[src/rtl/mt_pkg.sv]
package mt_pkg;

    localparam int PS_W  = 3;
    localparam int PRE_W = (1 << PS_W) - 1;

    typedef enum logic [1:0] {
        SRC_NONE = 2'b00,
        SRC_SYS  = 2'b01,
        SRC_FIX  = 2'b10,
        SRC_EXT  = 2'b11
    } src_e;

    // bit order of this struct is the software-visible byte layout
    typedef struct packed {
        logic            flag;
        logic            ie;
        logic            updown;
        src_e            src;
        logic [PS_W-1:0] ps;
    } ctl_t;

endpackage

[src/rtl/mt_ctrl_reg.sv]
module mt_ctrl_reg
    import mt_pkg::*;
(
    input  logic       clk,
    input  logic       rst_n,
    input  logic       reg_rd,
    input  logic       reg_wr,
    input  logic [7:0] reg_wdata,
    input  logic       wp_dis,
    input  logic       ovf,
    output ctl_t       ctl,
    output logic       irq
);

    typedef struct packed {
        ctl_t ctl;
        logic armed;
    } reg_st_t;

    reg_st_t st_d, st_q;
    ctl_t    wv;

    assign wv = ctl_t'(reg_wdata);

    always_comb begin
        st_d = st_q;

        if (reg_wr) begin
            st_d.ctl.ie = wv.ie;
            st_d.ctl.ps = wv.ps;
            if (wp_dis) begin
                st_d.ctl.updown = wv.updown;
                st_d.ctl.src    = wv.src;
            end
        end

        // arming: a read that sees the flag; lost on any overflow or write
        if (reg_rd && st_q.ctl.flag) begin
            st_d.armed = 1'b1;
        end
        if (ovf || reg_wr) begin
            st_d.armed = 1'b0;
        end

        // flag: hardware set wins over a clearing write
        if (ovf) begin
            st_d.ctl.flag = 1'b1;
        end else if (reg_wr && !wv.flag && st_q.armed) begin
            st_d.ctl.flag = 1'b0;
        end
    end

    always_ff @(posedge clk) begin
        if (!rst_n) begin
            st_q <= '0;
        end else begin
            st_q <= st_d;
        end
    end

    assign ctl = st_q.ctl;
    assign irq = st_q.ctl.flag & st_q.ctl.ie;

endmodule

[src/rtl/mt_tick_sel.sv]
module mt_tick_sel
    import mt_pkg::*;
(
    input  logic            clk,
    input  logic            rst_n,
    input  src_e            src,
    input  logic [PS_W-1:0] ps,
    input  logic            fast_sel,
    input  logic            fix_tick,
    input  logic            ext_tick,
    output logic            tick
);

    typedef struct packed {
        logic             half;
        logic [PRE_W-1:0] pre;
    } sel_st_t;

    sel_st_t          st_d, st_q;
    logic             src_tick;
    logic [PRE_W-1:0] mask;

    // mask has the low PS bits set: a step passes when they are all 1
    for (genvar i = 0; i < PRE_W; i++) begin : g_mask
        assign mask[i] = (PS_W'(i) < ps);
    end

    always_comb begin
        unique case (src)
            SRC_NONE: src_tick = 1'b0;
            SRC_SYS:  src_tick = fast_sel | st_q.half;
            SRC_FIX:  src_tick = fix_tick;
            SRC_EXT:  src_tick = ext_tick;
            default:  src_tick = 1'b0;
        endcase
    end

    always_comb begin
        st_d      = st_q;
        st_d.half = (src == SRC_SYS) ? ~st_q.half : 1'b0;
        if (src == SRC_NONE) begin
            st_d.pre = '0;
        end else if (src_tick) begin
            st_d.pre = st_q.pre + 1'b1;
        end
    end

    always_ff @(posedge clk) begin
        if (!rst_n) begin
            st_q <= '0;
        end else begin
            st_q <= st_d;
        end
    end

    assign tick = src_tick && ((st_q.pre & mask) == mask);

endmodule

[src/rtl/mt_counter.sv]
module mt_counter #(
    parameter int CNT_W = 16
) (
    input  logic             clk,
    input  logic             rst_n,
    input  logic             tick,
    input  logic             updown,
    input  logic [CNT_W-1:0] modulo,
    output logic [CNT_W-1:0] count,
    output logic             ovf
);

    localparam logic [CNT_W-1:0] ONE = {{(CNT_W-1){1'b0}}, 1'b1};

    typedef struct packed {
        logic [CNT_W-1:0] cnt;
        logic             dir_up;
    } cnt_st_t;

    cnt_st_t st_d, st_q;
    logic    at_top;
    logic    mod_zero;

    assign at_top   = (st_q.cnt >= modulo);
    assign mod_zero = (modulo == '0);

    always_comb begin
        st_d = st_q;
        ovf  = 1'b0;
        if (!updown) begin
            st_d.dir_up = 1'b1;
        end

        if (tick) begin
            if (!updown) begin
                if (at_top) begin
                    st_d.cnt = '0;
                    ovf      = 1'b1;
                end else begin
                    st_d.cnt = st_q.cnt + ONE;
                end
            end else if (st_q.dir_up) begin
                if (at_top) begin
                    st_d.cnt    = mod_zero ? '0 : (modulo - ONE);
                    st_d.dir_up = 1'b0;
                    ovf         = 1'b1;
                end else begin
                    st_d.cnt = st_q.cnt + ONE;
                end
            end else begin
                if (st_q.cnt == '0) begin
                    st_d.cnt    = mod_zero ? '0 : ONE;
                    st_d.dir_up = 1'b1;
                end else begin
                    st_d.cnt = st_q.cnt - ONE;
                end
            end
        end
    end

    always_ff @(posedge clk) begin
        if (!rst_n) begin
            st_q <= '{cnt: '0, dir_up: 1'b1};
        end else begin
            st_q <= st_d;
        end
    end

    assign count = st_q.cnt;

endmodule

[src/rtl/modulo_timer.sv]
module modulo_timer
    import mt_pkg::*;
#(
    parameter int CNT_W = 16
) (
    input  logic             clk,
    input  logic             rst_n,
    input  logic             reg_rd,
    input  logic             reg_wr,
    input  logic [7:0]       reg_wdata,
    output logic [7:0]       reg_rdata,
    input  logic             wp_dis,
    input  logic             fast_sel,
    input  logic             fix_tick,
    input  logic             ext_tick,
    input  logic [CNT_W-1:0] modulo,
    output logic [CNT_W-1:0] count,
    output logic             irq
);

    ctl_t ctl;
    logic tick;
    logic ovf;

    mt_ctrl_reg u_reg (
        .clk       (clk),
        .rst_n     (rst_n),
        .reg_rd    (reg_rd),
        .reg_wr    (reg_wr),
        .reg_wdata (reg_wdata),
        .wp_dis    (wp_dis),
        .ovf       (ovf),
        .ctl       (ctl),
        .irq       (irq)
    );

    mt_tick_sel u_sel (
        .clk      (clk),
        .rst_n    (rst_n),
        .src      (ctl.src),
        .ps       (ctl.ps),
        .fast_sel (fast_sel),
        .fix_tick (fix_tick),
        .ext_tick (ext_tick),
        .tick     (tick)
    );

    mt_counter #(.CNT_W(CNT_W)) u_cnt (
        .clk    (clk),
        .rst_n  (rst_n),
        .tick   (tick),
        .updown (ctl.updown),
        .modulo (modulo),
        .count  (count),
        .ovf    (ovf)
    );

    assign reg_rdata = ctl;

endmodule

[config.mk]
export PLATFORM = sky130hd
export DESIGN_NAME = modulo_timer
export DESIGN_NICKNAME = d
export VERILOG_FILES = /design/src/rtl/mt_pkg.sv /design/src/rtl/mt_ctrl_reg.sv /design/src/rtl/mt_tick_sel.sv /design/src/rtl/mt_counter.sv /design/src/rtl/modulo_timer.sv
export SDC_FILE = /design/constraint.sdc
export NUM_CORES = 1
export LEC_CHECK = 0
export CORE_UTILIZATION = 53
export DETAILED_ROUTE_END_ITERATION = 12
export MAX_ROUTING_LAYER = met4
export PLACE_DENSITY = 0.92
export SYNTH_ARGS = -nofsm -noshare
export SYNTH_HDL_FRONTEND = slang
export SYNTH_SLANG_ARGS = --single-unit
[constraint.sdc]
create_clock -name clk -period 2.89 [get_ports clk]
set_input_delay 0.289 -clock clk [delete_from_list [all_inputs] [get_ports clk]]
set_output_delay 0.289 -clock clk [all_outputs]
set_load 0.03 [all_outputs]
Word-level counts from Yosys, hierarchy flattened
Index checks and enable logic that the tools add are counted.
{"block": "totals", "input_bits": 32, "regBits": 34, "wordCells": 64}
{"block": "classes", "add_sub_neg": 4, "muxes": 19, "bitwise_logic": 5, "n_reduce_logical": 14, "order_cmp": 8, "eq_ne": 4}
{"operator": "$mux 16", "n": 5}
{"operator": "$logic_not 16->1", "n": 2}
{"operator": "$sub 16x1->16 const B", "n": 2}
{"operator": "$mux 17", "n": 1}
{"operator": "$add 16x1->16 const B", "n": 1}
{"operator": "$ge 16x16->1", "n": 1}
{"operator": "$mux 1", "n": 12}
{"operator": "$lt 3x3->1 const A", "n": 3}
{"operator": "$add 7x1->7 const B", "n": 1}
{"operator": "$and 7x7->7", "n": 1}
{"operator": "$eq 7x7->1", "n": 1}
{"operator": "$lt 1x3->1 const A", "n": 2}
{"operator": "$lt 2x3->1 const A", "n": 2}
{"operator": "$eq 2x2->1 const B", "n": 2}
{"operator": "$logic_and 1x1->1", "n": 4}
{"operator": "$pmux 1 s4", "n": 1}
{"operator": "$reduce_and 2->1", "n": 2}
{"operator": "$reduce_or 2->1", "n": 2}
{"operator": "$eq 2x1->1 const B", "n": 1}
{"operator": "$logic_not 2->1", "n": 1}
{"operator": "$not 1->1", "n": 2}
{"operator": "$reduce_bool 2->1", "n": 1}
{"operator": "$and 1x1->1", "n": 1}
{"operator": "$logic_not 1->1", "n": 1}
{"operator": "other kinds (2)", "n": 2}

Depth between registers and ports, before layout
Gate-level depths: netlist of run 1.
{"block": "logic_depth", "depth_word": 7, "ltp_mapped": 10}

By module
A second synthesis of run 1 with hierarchy kept.
{"block": "unflattened", "hier_cells": 420, "hier_area_um2": 3259.4}
{"module": "mt_counter", "seq_area_each_um2": 340.3, "n_inst": 1, "cells_per_inst": 322, "area_each_um2": 2396.0}
{"module": "mt_tick_sel", "seq_area_each_um2": 160.2, "n_inst": 1, "cells_per_inst": 55, "area_each_um2": 442.9}
{"module": "mt_ctrl_reg", "seq_area_each_um2": 180.2, "n_inst": 1, "cells_per_inst": 43, "area_each_um2": 420.4}

Worst setup path after synthesis of run 1
Ideal clock, no wire load.
{"block": "synth_path", "path_kind": "reg2reg", "from": "reg u_cnt.st_q, in the netlist u_cnt.count[0]", "to": "reg u_cnt.st_q, in the netlist u_cnt.count[8]", "required_ns": 2.807, "path_stages_with_launch": 10, "period_less_slack_ns": 2.381, "path_slack_ns": 0.509, "path_buffers": 0, "arrival_time_ns": 2.298, "path_cell_list": "dfxtp_1 > inv_1 > ha_1 > nand2b_1 > a2111oi_0 > o31a_1 > o21ai_0 > or4_1 > a31o_2 > o221ai_1"}
{"block": "synth_via", "elab_chain_cells": 4, "word_cells_on_any_way": 9, "cone_classes": "add/sub: 2; order compare: 1; mux: 5; reduce/logical: 1"}
{"item": "from (decl)", "line": "mt_counter.sv:20", "rtl": "cnt_st_t st_d, st_q;"}
{"item": "from (signal assigned)", "line": "mt_counter.sv:63", "rtl": "st_q <= '{cnt: '0, dir_up: 1'b1};"}
{"item": "from (signal assigned)", "line": "mt_counter.sv:65", "rtl": "st_q <= st_d;"}
{"item": "$sub 16x1->16 (tied with other cells)", "line": "mt_counter.sv:55", "rtl": "st_d.cnt = st_q.cnt - ONE;"}
{"item": "$mux 16, on equally long branches", "line": "mt_counter.sv:51, mt_counter.sv:43"}
{"item": "$mux 17", "line": "mt_counter.sv:42", "rtl": "end else if (st_q.dir_up) begin"}
{"item": "$mux 16 *", "line": "mt_counter.sv:35", "rtl": "if (!updown) begin"}
Mark *: on every way between the ends. The rest lies on a longest branch, timed or not.
A chain may end at the register's enable or synchronous reset.

Worst setup path after layout of run 1
{"block": "layout_path", "from": "in modulo[0]", "to": "reg u_cnt.st_q, in the netlist u_cnt.count[8]"}
{"block": "layout_via", "elab_chain_cells": 5, "word_cells_on_any_way": 8, "cone_classes": "add/sub: 1; order compare: 1; mux: 5; reduce/logical: 1"}
{"item": "from (decl)", "line": "modulo_timer.sv:16", "rtl": "input logic [CNT_W-1:0] modulo,"}
{"item": "$sub 16x1->16 or $logic_not 16->1 (tied branches)", "line": "mt_counter.sv:44, mt_counter.sv:25"}
{"item": "$mux 16", "line": "mt_counter.sv:44", "rtl": "st_d.cnt = mod_zero ? '0 : (modulo - ONE);"}
{"item": "$mux 16", "line": "mt_counter.sv:43", "rtl": "if (at_top) begin"}
{"item": "$mux 17", "line": "mt_counter.sv:42"}
{"item": "$mux 16 *", "line": "mt_counter.sv:35"}
Marks and branches as above.

==> Implementation_results.wiki, run 1 <==
{| class="wikitable"
! Metric !! Value
|-
| Element type at the critical path end || register
|-
| HPWL after detailed placement || 6710 µm
|-
| Post-Synthesis Cells || between 400 and 500
|-
| Metal2 WL || about 4200 µm
|-
| Dpl cells || 513
|-
| Max rail drop VDD || about 0.20 mV
|-
| CTS hold repair buffers || 0
|-
| Total grt overflow || 0
|-
| Post-Route Skew || about 12 ps
|-
| Tot Pwr || between 1 and 1.5 mW
|-
| Clock root buffer || clkbuf_8
|-
| Routed length per instance || ~16 µm
|-
| CTS buffer count || 5
|-
| CTS sink count || 34
|-
| Tightest slew margin relative to the limit || slightly above 60%
|-
| Core region area || about 0.0056 mm²
|-
| Source of the worst register-to-register timing path || u_cnt.count[0]
|-
| Slowest Stage Delay on Critical Path || roughly 510 ps
|-
| Worst path bufs/invs || 2
|-
| Via count of the routed design || around 3,200
|-
| Total Nets Final || roughly 500
|-
| Die span in x || between 70 and 80 µm
|-
| Cell accounting for the most synthesized area || dfxtp_1
|-
| Critical Path Fanout Max || 5
|-
| Max cap viols || 0
|-
| Global-route wire length before repair || about 14,000 µm
|-
| Worst reg-to-reg setup slack || between 200 and 250 ps
|-
| Fin util || between 60% and 70%
|-
| TritonCTS clock tree || built
|-
| Leakage power of the design || around 1.4 nW
|-
| Unique cell type count in the Yosys netlist || 63
|-
| Min-Delay Path Class || register to register
|-
| Most area-consuming cells after synthesis || dfxtp_1, ha_1, buf_4, xnor2_1, nand2_1
|-
| F_max || 372 MHz
|-
| Pin count of the biggest net entering global routing || 20
|-
| Share of the clock period used by the worst path || 93.1%
|-
| Arrival @ worst endpoint || about 2900 ps
|-
| Hold Vio Cnt, Final || 0
|-
| Syn nets || between 400 and 500
|-
| Result of the run || completed
|-
| Crit path cell chain || clkdlybuf4s50_1, ha_1, nand2b_1, a2111oi_0, o31a_1, o21ai_0, buf_4, or4_1, a31o_2, o221ai_1
|-
| CTS resizes || 0
|-
| Least-Margin Pin Slew || a little under 600 ps
|-
| Sum of routed wire length over all layers || about 8600 µm
|-
| Share of cells above drive strength 1 || between 10% and 20%
|-
| Clock slew seen by the registers of the worst setup and hold paths || 70 ps
|-
| Pre-Repair DR Iteration Count || 7
|-
| Number of buffers added for setup after CTS || 0
|-
| Time the final worst path needs with I/O delays and setup || 2690 ps
|-
| Quantity of I/O buffers inserted on ports || 56
|-
| Final setup vio count || 0
|-
| Latest clock arrival within the worst-skew pair || around 290 ps
|-
| Number of global-route vias before repair || slightly above 3,000
|-
| Via density per instance || roughly 6.2
|-
| Placer congestion estimate || 0.947
|-
| Fin cells || 521
|-
| Total area of sequential cells || roughly 680 µm²
|-
| Hold worst-path end || u_sel.st_q[7]
|-
| Setup crit start kind || input pin
|-
| Worst path slowest cell || a2111oi_0
|-
| Multi-input gate area in the final layout || just over 0.002 mm²
|-
| Fill cell count || roughly 450
|-
| Critical path start-end classification || input pin to register
|-
| GRT Overall Usage || approximately 30%
|-
| Setup repair after global routing missed its margin || no
|-
| EDFF count, synth || 0
|-
| Maximum buffer depth of the clock tree || 2
|-
| Rows || 27
|-
| Register-to-Register Path Depth || 10
|-
| Pwr dens || 348 mW/mm²
|-
| Top Layer Used || met4
|-
| Routed length on met1 || between 3000 and 4000 µm
|-
| FF-to-FF End || u_cnt.count[8]
|-
| I/O pin cnt || 57
|-
| Number of warning messages in the yosys log || 0
|-
| Count of nets left with antenna violations after detail routing || 0
|-
| Area growth syn-to-layout || 21.8%
|-
| H-tree levels || 2
|-
| Starting DRT DRC Count || approximately 300
|-
| Dominant synthesized flop cell || dfxtp_1
|-
| Synthesized area per cell || roughly 7.7 µm²
|-
| Worst path top cell family by delay || compound AO/OA/AOI/OAI gates
|-
| Post-route setup TNS || 0 ps
|-
| Total Die Area || slightly above 0.006 mm²
|-
| Number of synthesized register bits || 34
|-
| Met3 WL post-DR || ~620 µm
|-
| Synthesized area || just over 0.003 mm²
|-
| CP startpoint || modulo[0]
|-
| Worst Path Required || roughly 3100 ps
|-
| Startpoint of the most critical hold path || u_sel.st_q[7]
|-
| Total inserted antenna cells || 0
|-
| Worst hold path stage count || 1
|-
| Initial Utilization || a little under three fifths
|-
| Post-route DRC || 0
|-
| Fraction of synthesized cell area taken by the top area cell type || between 20% and 30%
|-
| Initial antenna violation count || 0
|-
| Overall die height || about 78 µm
|-
| Count leader, synth || nand2_1
|-
| Share of the yosys chip area belonging to registers || 22.1%
|-
| Async set-or-reset flop fraction in the synthesized netlist || 0%
|-
| Final Slew Violations || 0
|-
| Most frequent cells after synthesis || nand2_1, dfxtp_1, nor2_1
|}
[routing by layer]
metal,vias up,GRT usage (%)
li1,1529,-
met1,1486,34.9
met2,161,49.0
met3,43,5.81
met4,0,14.6
met5,-,-
[metrics by stage]
step	hold slack, ps	setup slack, ps	area (µm²)
floorplan	395	509	3080
finish	430	199	3760
detailed placement	423	-51.8	3670
CTS	432	219	3760
global placement	404	-24.8	3670
global route	450	13.1	3760
[state kept, by name (all words and copies together) (netlist names)]
name         count
u_reg.ctl        8
u_cnt.st_q       1
u_cnt.count     16
u_sel.st_q       8
u_reg.st_q       1
[layout by cell type, fill, tap and decap left out, types with 7 or more instances in the layout]
master	synthesis	final
clkdlybuf4s50_1	0	56
nand2_1	36	36
nor2_1	34	34
dfxtp_1	34	34
buf_4	24	27
ha_1	21	21
inv_1	20	20
nand3_1	20	20
o21ai_0	19	19
xnor2_1	19	19
a21oi_1	17	17
nor3_1	12	12
o22ai_1	11	11
mux2i_1	7	7
and3_1	7	7
nand4_1	7	7
or3_1	7	7
[power by group]
part | internal (mW) | switching (mW)
Clock | 0.192 | 0.175
Sequential | 0.485 | 0.0181
Combinational | 0.199 | 0.238
Total | 0.876 | 0.432
[cells by family (layout without fill, tap and decap cells)]
group | count (synthesis) | after routing | synth area share (%)
mux | 8 | 8 | 3.00
buf+inv | 63 | 111 | 11.2
compound gates | 92 | 92 | 20.9
fa+ha+maj | 21 | 21 | 8.52
xor+xnor | 25 | 25 | 7.10
flops | 34 | 34 | 22.1
simple gates | 158 | 158 | 27.2
[area by class of cell]
type,instances,area share (%)
clock inverters,1,0.133
flip-flops and latches,34,18.1
well taps,72,2.40
inverters,20,2.00
clock buffers,7,2.30
multi-input cells,304,54.7
repair buffers,83,20.3
[how the worst max path moves through the flow]
stage	endpoint	slack (ps)	cells after the start
2_1_floorplan	u_cnt.count[8]	510	9
3_3_place_gp	u_cnt.count[8]	-20	10
3_5_place_dp	u_cnt.count[8]	-50	10
4_1_cts	u_cnt.count[8]	220	10
5_1_grt	u_cnt.count[8]	10	10
6_report	u_cnt.count[8]	200	10
Power figures use the tool's default switching activity.
==> run 2, diff against run 1 <==
--- a/config.mk
+++ b/config.mk
@@ -7,7 +7,6 @@
 export LEC_CHECK = 0
 export CORE_UTILIZATION = 53
 export DETAILED_ROUTE_END_ITERATION = 12
-export MAX_ROUTING_LAYER = met4
 export PLACE_DENSITY = 0.92
 export SYNTH_ARGS = -nofsm -noshare
 export SYNTH_HDL_FRONTEND = slang
==> Implementation_results.wiki, run 2 (synthesis results as in run 1) <==
{| class="wikitable"
! Metric !! Value
|-
| Result of the run || completed
|-
| Initial antenna violation count || 0 (unchanged)
|-
| Maximum buffer depth of the clock tree || 2 (unchanged)
|-
| Tightest slew margin relative to the limit || 65.0% (+3.8 points)
|-
| Final setup vio count || 0 (unchanged)
|-
| Source of the worst register-to-register timing path || u_cnt.count[0]
|-
| CTS hold repair buffers || 0 (unchanged)
|-
| Post-Place Setup Slack || -75.6 ps (-23.7 ps)
|-
| Via density per instance || 6.21 (+0.49%)
|-
| Element type at the critical path end || register
|-
| Core region area || 0.00557 mm² (unchanged)
|-
| Setup crit start kind || input pin
|-
| Least-Margin Pin Slew || 512 ps (-66.8 ps)
|-
| Startpoint of the most critical hold path || u_sel.st_q[7]
|-
| Share of cells above drive strength 1 || 11.0% (-0.37 points)
|-
| Share of the clock period used by the worst path || 93.9% (+0.75 points)
|-
| Pin count of the biggest net entering global routing || 20 (unchanged)
|-
| F_max || 369 MHz (-0.80%)
|-
| Crit path cell chain || clkdlybuf4s50_1, ha_1, nand2b_1, a2111oi_0, o31a_1, o21ai_0, buf_4, or4_1, a31o_2, o221ai_1
|-
| Quantity of I/O buffers inserted on ports || 56 (unchanged)
|-
| Overall die height || 78.3 µm (unchanged)
|-
| Setup repair after global routing missed its margin || no
|-
| Via count of the routed design || 3,216 (-0.093%)
|-
| Post-route DRC || 0 (unchanged)
|-
| Hold Vio Cnt, Final || 0 (unchanged)
|-
| Pre-Repair DR Iteration Count || 5 (-2)
|-
| CTS resizes || 0 (unchanged)
|-
| Placer congestion estimate || 0.954 (+0.81%)
|-
| Smallest setup slack after layout || 177 ps (-21.6 ps)
|-
| Initial Utilization || 55.3% (unchanged)
|-
| Slowest Stage Delay on Critical Path || 530 ps (+20 ps)
|-
| Worst path slowest cell || a2111oi_0
|-
| Total grt overflow || 0 (unchanged)
|-
| Starting DRT DRC Count || 302 (-0.33%)
|-
| Routed length per instance || 16.5 µm (-0.10%)
|-
| Max rail drop VDD || 0.190 mV (-5.8%)
|-
| Max FFs per register || 16 (unchanged)
|-
| Area growth syn-to-layout || 21.3%
|-
| Leading cell types in the layout, fill and taps excluded || clkdlybuf4s50_1, nand2_1, nor2_1, dfxtp_1, buf_4
|-
| FF-to-FF End || u_cnt.count[8]
|-
| Post-route setup TNS || 0 ps (unchanged)
|-
| H-tree levels || 2 (unchanged)
|-
| Critical Path Fanout Max || 5 (unchanged)
|-
| Count of nets left with antenna violations after detail routing || 0 (unchanged)
|-
| GRT Overall Usage || 28.3% (-1.6 points)
|-
| Max cap viols || 0 (unchanged)
|-
| Clock root buffer || clkbuf_8
|-
| CTS sink count || 34 (unchanged)
|-
| Critical path start-end classification || input pin to register
|-
| Fill cell count || 453 (+1.6%)
|-
| Hold worst-path end || u_sel.st_q[7]
|-
| Register-to-Register Path Depth || 10 (unchanged)
|-
| Tot Pwr || 1.30 mW (-0.83%)
|-
| Total Die Area || 0.00613 mm² (unchanged)
|-
| HPWL after detailed placement || 6490 µm (-3.3%)
|-
| Min-Delay Path Class || register to register
|-
| Total Nets Final || 500 (-0.20%)
|-
| Post-Route Skew || 9.20 ps (-2.52 ps)
|-
| Final Slew Violations || 0 (unchanged)
|-
| Leakage power of the design || 1.43 nW (-0.82%)
|-
| Number of buffers added for setup after CTS || 0 (unchanged)
|-
| Rows || 27 (unchanged)
|-
| Worst Path Required || 3100 ps (about the same)
|-
| Die span in x || 78.3 µm (unchanged)
|-
| Most common cell after layout, fill and taps aside || clkdlybuf4s50_1
|-
| Sum of routed wire length over all layers || 8530 µm (-0.68%)
|-
| Worst reg-to-reg setup slack || 220 ps (-20 ps)
|-
| Global-route wire length before repair || 13,700 µm (-1.9%)
|-
| Total inserted antenna cells || 0 (unchanged)
|-
| TritonCTS clock tree || built
|-
| Worst hold path stage count || 1 (unchanged)
|-
| Time the final worst path needs with I/O delays and setup || 2710 ps (+21.6 ps)
|-
| I/O pin cnt || 57 (unchanged)
|-
| Arrival @ worst endpoint || 2930 ps (+20 ps)
|-
| CTS buffer count || 5 (unchanged)
|-
| Clock slew seen by the registers of the worst setup and hold paths || 70 ps (about the same)
|-
| Number of global-route vias before repair || 3,055 (unchanged)
|-
| Pwr dens || 347 mW/mm² (-0.40%)
|-
| Latest clock arrival within the worst-skew pair || 290 ps (about the same)
|}
-- run 2: worst max path at each step --
stage,slack [ps],startpoint,to,depth (start not counted)
2_1_floorplan,510,u_cnt.count[0],u_cnt.count[8],9
3_3_place_gp,7,modulo[0],u_cnt.count[8],10
3_5_place_dp,-80,modulo[0],u_cnt.count[8],10
4_1_cts,200,modulo[0],u_cnt.count[8],10
5_1_grt,20,modulo[0],u_cnt.count[8],10
6_report,180,modulo[0],u_cnt.count[8],10
-- run 2: cell type report --
type / count / area (µm²) / share of cell area [%]
clock buffers: 6 / 82.6 / 2.21
flip-flops and latches: 34 / 681 / 18.2
well taps: 72 / 90.1 / 2.41
inverters: 20 / 75.1 / 2.01
repair buffers: 82 / 756 / 20.2
multi-input cells: 304 / 2060 / 55.0
-- run 2: per-layer routing --
metal	share of wire, %	track usage [%]	wire length [µm]
met5	0	0	0
met4	3.4	14.6	286
met3	8.4	6.51	720
met2	49	48.4	4160
met1	39	32.7	3360
-- run 2: worst max-delay path, delay by kind of cell --
family	cells	cell delay (ps)
fa+ha+maj	1	290
compound gates	5	1140
buf+inv	2	590
simple gates	2	630
-- run 2: stage by stage --
| stage | hold WS [ps] | cells | utilization, % | cell area [µm²] |
|---|---|---|---|---|
| 6_report | 457 | 518 | 67.1 | 3740 |
| 4_1_cts | 461 | 518 | 67.1 | 3740 |
| 3_3_place_gp | 403 | 512 | 65.6 | 3660 |
| 3_5_place_dp | 452 | 512 | 65.6 | 3660 |
| 2_1_floorplan | 395 | 401 | - | 3080 |
| 5_1_grt | 473 | 518 | 67.1 | 3740 |
-- run 2: power by group --
group / switching (mW) / internal, mW / leakage, nW
Sequential: 0.0175 / 0.485 / 0.276
Clock: 0.172 / 0.184 / 0.0431
Combinational: 0.241 / 0.198 / 1.11
==> run 3, diff against run 2 <==
--- a/config.mk
+++ b/config.mk
@@ -5,9 +5,10 @@
 export SDC_FILE = /design/constraint.sdc
 export NUM_CORES = 1
 export LEC_CHECK = 0
-export CORE_UTILIZATION = 53
+export ABC_AREA = 1
+export CORE_UTILIZATION = 55
 export DETAILED_ROUTE_END_ITERATION = 12
-export PLACE_DENSITY = 0.92
+export PLACE_DENSITY = 0.93
 export SYNTH_ARGS = -nofsm -noshare
 export SYNTH_HDL_FRONTEND = slang
 export SYNTH_SLANG_ARGS = --single-unit
==> Implementation_results.wiki, run 3 <==
{| class="wikitable"
! Metric !! Value
|-
| CTS buffer count || 5 (unchanged)
|-
| Number of global-route vias before repair || 3,637 (+19%)
|-
| Total Die Area || 0.00667 mm² (+8.9%)
|-
| Fin util || 67.0% (-0.068 points)
|-
| Setup repair after global routing missed its margin || no
|-
| Total grt overflow || 0 (unchanged)
|-
| Count of nets left with antenna violations after detail routing || 0 (unchanged)
|-
| Max FFs per register || 16 (unchanged)
|-
| Clock root buffer || clkbuf_8
|-
| Count leader, synth || nand2_1
|-
| Synthesized area || 0.00349 mm² (+13%)
|-
| Dominant synthesized flop cell || dfxtp_1
|-
| Quantity of I/O buffers inserted on ports || 56 (unchanged)
|-
| Number of buffers added for setup after CTS || 0 (unchanged)
|-
| Starting DRT DRC Count || 346 (+15%)
|-
| Post-Place Setup Slack || 123 ps (+199 ps)
|-
| Post-route DRC || 0 (unchanged)
|-
| Via density per instance || 5.71 (-8.0%)
|-
| Synthesized area per cell || 6.02 µm² (-22%)
|-
| Worst path top cell family by delay || simple AND/OR/NAND/NOR gates
|-
| Die span in x || 81.7 µm (+4.4%)
|-
| Via count of the routed design || 3,930 (+22%)
|-
| Most common cell after layout, fill and taps aside || nand2_1
|-
| Sum of routed wire length over all layers || 9550 µm (+12%)
|-
| Pre-Repair DR Iteration Count || 5 (unchanged)
|-
| Area growth syn-to-layout || 15.7%
|-
| Rows || 28 (+3.7%)
|-
| Fraction of synthesized cell area taken by the top area cell type || 19.5% (-2.6 points)
|-
| Final Slew Violations || 0 (unchanged)
|-
| Max cap viols || 0 (unchanged)
|-
| I/O pin cnt || 57 (unchanged)
|-
| Final setup vio count || 0 (unchanged)
|-
| Routed length per instance || 13.9 µm (-16%)
|-
| Total inserted antenna cells || 0 (unchanged)
|-
| Share of cells above drive strength 1 || 6.69% (-4.3 points)
|-
| Syn nets || 633 (+39%)
|-
| Number of warning messages in the yosys log || 0 (unchanged)
|-
| Startpoint of the most critical hold path || u_sel.st_q[7]
|-
| Placer congestion estimate || 0.968 (+1.4%)
|-
| Result of the run || completed
|-
| Leakage power of the design || 1.85 nW (+29%)
|-
| CTS sink count || 34 (unchanged)
|-
| Core region area || 0.00603 mm² (+8.1%)
|-
| Least-Margin Pin Slew || 562 ps (+50.0 ps)
|-
| Latest clock arrival within the worst-skew pair || 300 ps (about the same)
|-
| CP startpoint || modulo[7]
|-
| Time the final worst path needs with I/O delays and setup || 2520 ps (-190 ps)
|-
| Maximum buffer depth of the clock tree || 2 (unchanged)
|-
| Tot Pwr || 1.18 mW (-9.0%)
|-
| Critical Path Fanout Max || 12 (+7)
|-
| HPWL after detailed placement || 7440 µm (+15%)
|-
| Clock slew seen by the registers of the worst setup and hold paths || 70 ps (about the same)
|-
| GRT Overall Usage || 30.9% (+2.6 points)
|-
| Initial antenna violation count || 0 (unchanged)
|-
| Post-Synthesis Cells || 580 (+45%)
|-
| Global-route wire length before repair || 15,900 µm (+16%)
|-
| Cell accounting for the most synthesized area || dfxtp_1
|-
| Crit path cell chain || clkdlybuf4s50_1, inv_1, ha_1, nand2_1, inv_1, nand2_1, nor2_1, nor2_1, nand2_1, nand2_1, nand2_1, nand3_2, nor3_1, nor2_1, nor2_1
|-
| Arrival @ worst endpoint || 2760 ps (-170 ps)
|-
| Placed Instance Area || 0.00393 mm² (+7.4%)
|-
| Most frequent cells after synthesis || nand2_1, nor2_1, inv_1
|-
| Worst path bufs/invs || 3 (+1)
|-
| Post-Route Skew || 6.78 ps (-2.42 ps)
|-
| Pwr dens || 292 mW/mm² (-16%)
|-
| Element type at the critical path end || register
|-
| Share of the yosys chip area belonging to registers || 19.5% (-2.6 points)
|-
| CTS hold repair buffers || 0 (unchanged)
|-
| F_max || 396 MHz (+7.5%)
|-
| Number of synthesized register bits || 34 (unchanged)
|-
| Share of the clock period used by the worst path || 87.3% (-6.6 points)
|-
| H-tree levels || 2 (unchanged)
|-
| Most area-consuming cells after synthesis || dfxtp_1, nand2_1, nor2_1, inv_1, ha_1
|-
| Setup crit start kind || input pin
|-
| Worst path slowest cell || clkdlybuf4s50_1
|-
| Post-route setup TNS || 0 ps (unchanged)
|-
| Worst Path Required || 3130 ps (+30 ps)
|-
| CTS resizes || 0 (unchanged)
|-
| Initial Utilization || 58.0% (+2.6 points)
|-
| Min-Delay Path Class || register to register
|-
| Tightest slew margin relative to the limit || 62.5% (-2.5 points)
|-
| Slowest Stage Delay on Critical Path || 500 ps (-30 ps)
|-
| Overall die height || 81.7 µm (+4.4%)
|-
| EDFF count, synth || 0 (unchanged)
|-
| Unique cell type count in the Yosys netlist || 36 (-43%)
|-
| Leading cell types in the layout, fill and taps excluded || nand2_1, nor2_1, inv_1
|-
| Pin count of the biggest net entering global routing || 18 (-10%)
|-
| Critical path start-end classification || input pin to register
|-
| Final instance area || 0.00404 mm² (+8.0%)
|-
| Hold Vio Cnt, Final || 0 (unchanged)
|-
| Fill cell count || 538 (+19%)
|-
| Total Nets Final || 666 (+33%)
|-
| Max rail drop VDD || 0.306 mV (+61%)
|-
| Async set-or-reset flop fraction in the synthesized netlist || 0% (unchanged)
|-
| Most repeated library cell on the critical path || nand2_1
|-
| TritonCTS clock tree || built
|-
| Smallest setup slack after layout || 367 ps (+190 ps)
|-
| Source of the worst register-to-register timing path || u_cnt.count[0]
|}
-- run 3: changes by cell type in the layout (fill, tap and decap cells not counted), sizes merged, moves of 17 or more --
cell | before | now
nand3 | 21 | 51
xnor2 | 19 | 1
inv | 20 | 76
nand4 | 7 | 24
nand2 | 37 | 150
nor2 | 35 | 85
buf | 26 | 6
-- run 3: area by class of cell --
| class | count | area [µm²] | share of cell area [%] |
|---|---|---|---|
| inverter | 77 | 289 | 7.15 |
| tap | 75 | 93.8 | 2.32 |
| multi-input combinational | 433 | 2260 | 55.9 |
| timing repair buffer | 62 | 606 | 15.0 |
| sequential | 34 | 681 | 16.8 |
| clock inverter | 1 | 30.0 | 0.743 |
| clock buffer | 6 | 82.6 | 2.04 |
-- run 3: power by group --
group | internal [mW] | leakage, nW | switching, mW | total [mW]
clock network | 0.276 | 0.0573 | 0.189 | 0.465
registers | 0.477 | 0.276 | 0.0119 | 0.489
logic | 0.0950 | 1.52 | 0.131 | 0.226
-- run 3: logic make-up (layout without fill, tap and decap cells) --
| family | Yosys count | in the layout | share of synthesized area, % |
|---|---|---|---|
| adder cells (fa/ha/maj) | 21 | 21 | 7.52 |
| AO/OA/AOI/OAI | 57 | 57 | 8.74 |
| XOR/XNOR | 19 | 19 | 4.76 |
| flip-flops | 34 | 34 | 19.5 |
| buffers and inverters | 113 | 146 | 15.9 |
| AND/OR/NAND/NOR | 336 | 336 | 43.6 |
-- run 3: layer usage --
layer  up-vias  routed length, µm  GRT usage [%]
met1      1744               3840           37.9
li1       1916                  -              -
met5         -                  0              0
met2       231               4590           52.8
met3        39                855           5.11
met4         0                271           13.9
-- run 3: path summary, 6_finish.rpt --
kind,to,cells past startpoint,slack [ps]
worst max register to register,u_cnt.count[11],12,420
worst min register to register,u_sel.st_q[7],1,470
worst max-delay path,u_cnt.count[11],15,370
worst min-delay path,u_sel.st_q[7],1,470
-- run 3: stage by stage --
step | hold slack [ps] | instances
after floorplan | 424 | 580
after global placement | 458 | 681
after detailed placement | 467 | 681
after CTS | 473 | 688
after global routing | 509 | 688
final | 472 | 688
-- run 3: worst reg2reg max path, delay by kind of cell, from the launching register on --
family	cells	cell delay [ps]
adders and majority gates	1	310
buffers and inverters	1	160
DFF	1	420
and+or+nand+nor	10	1530
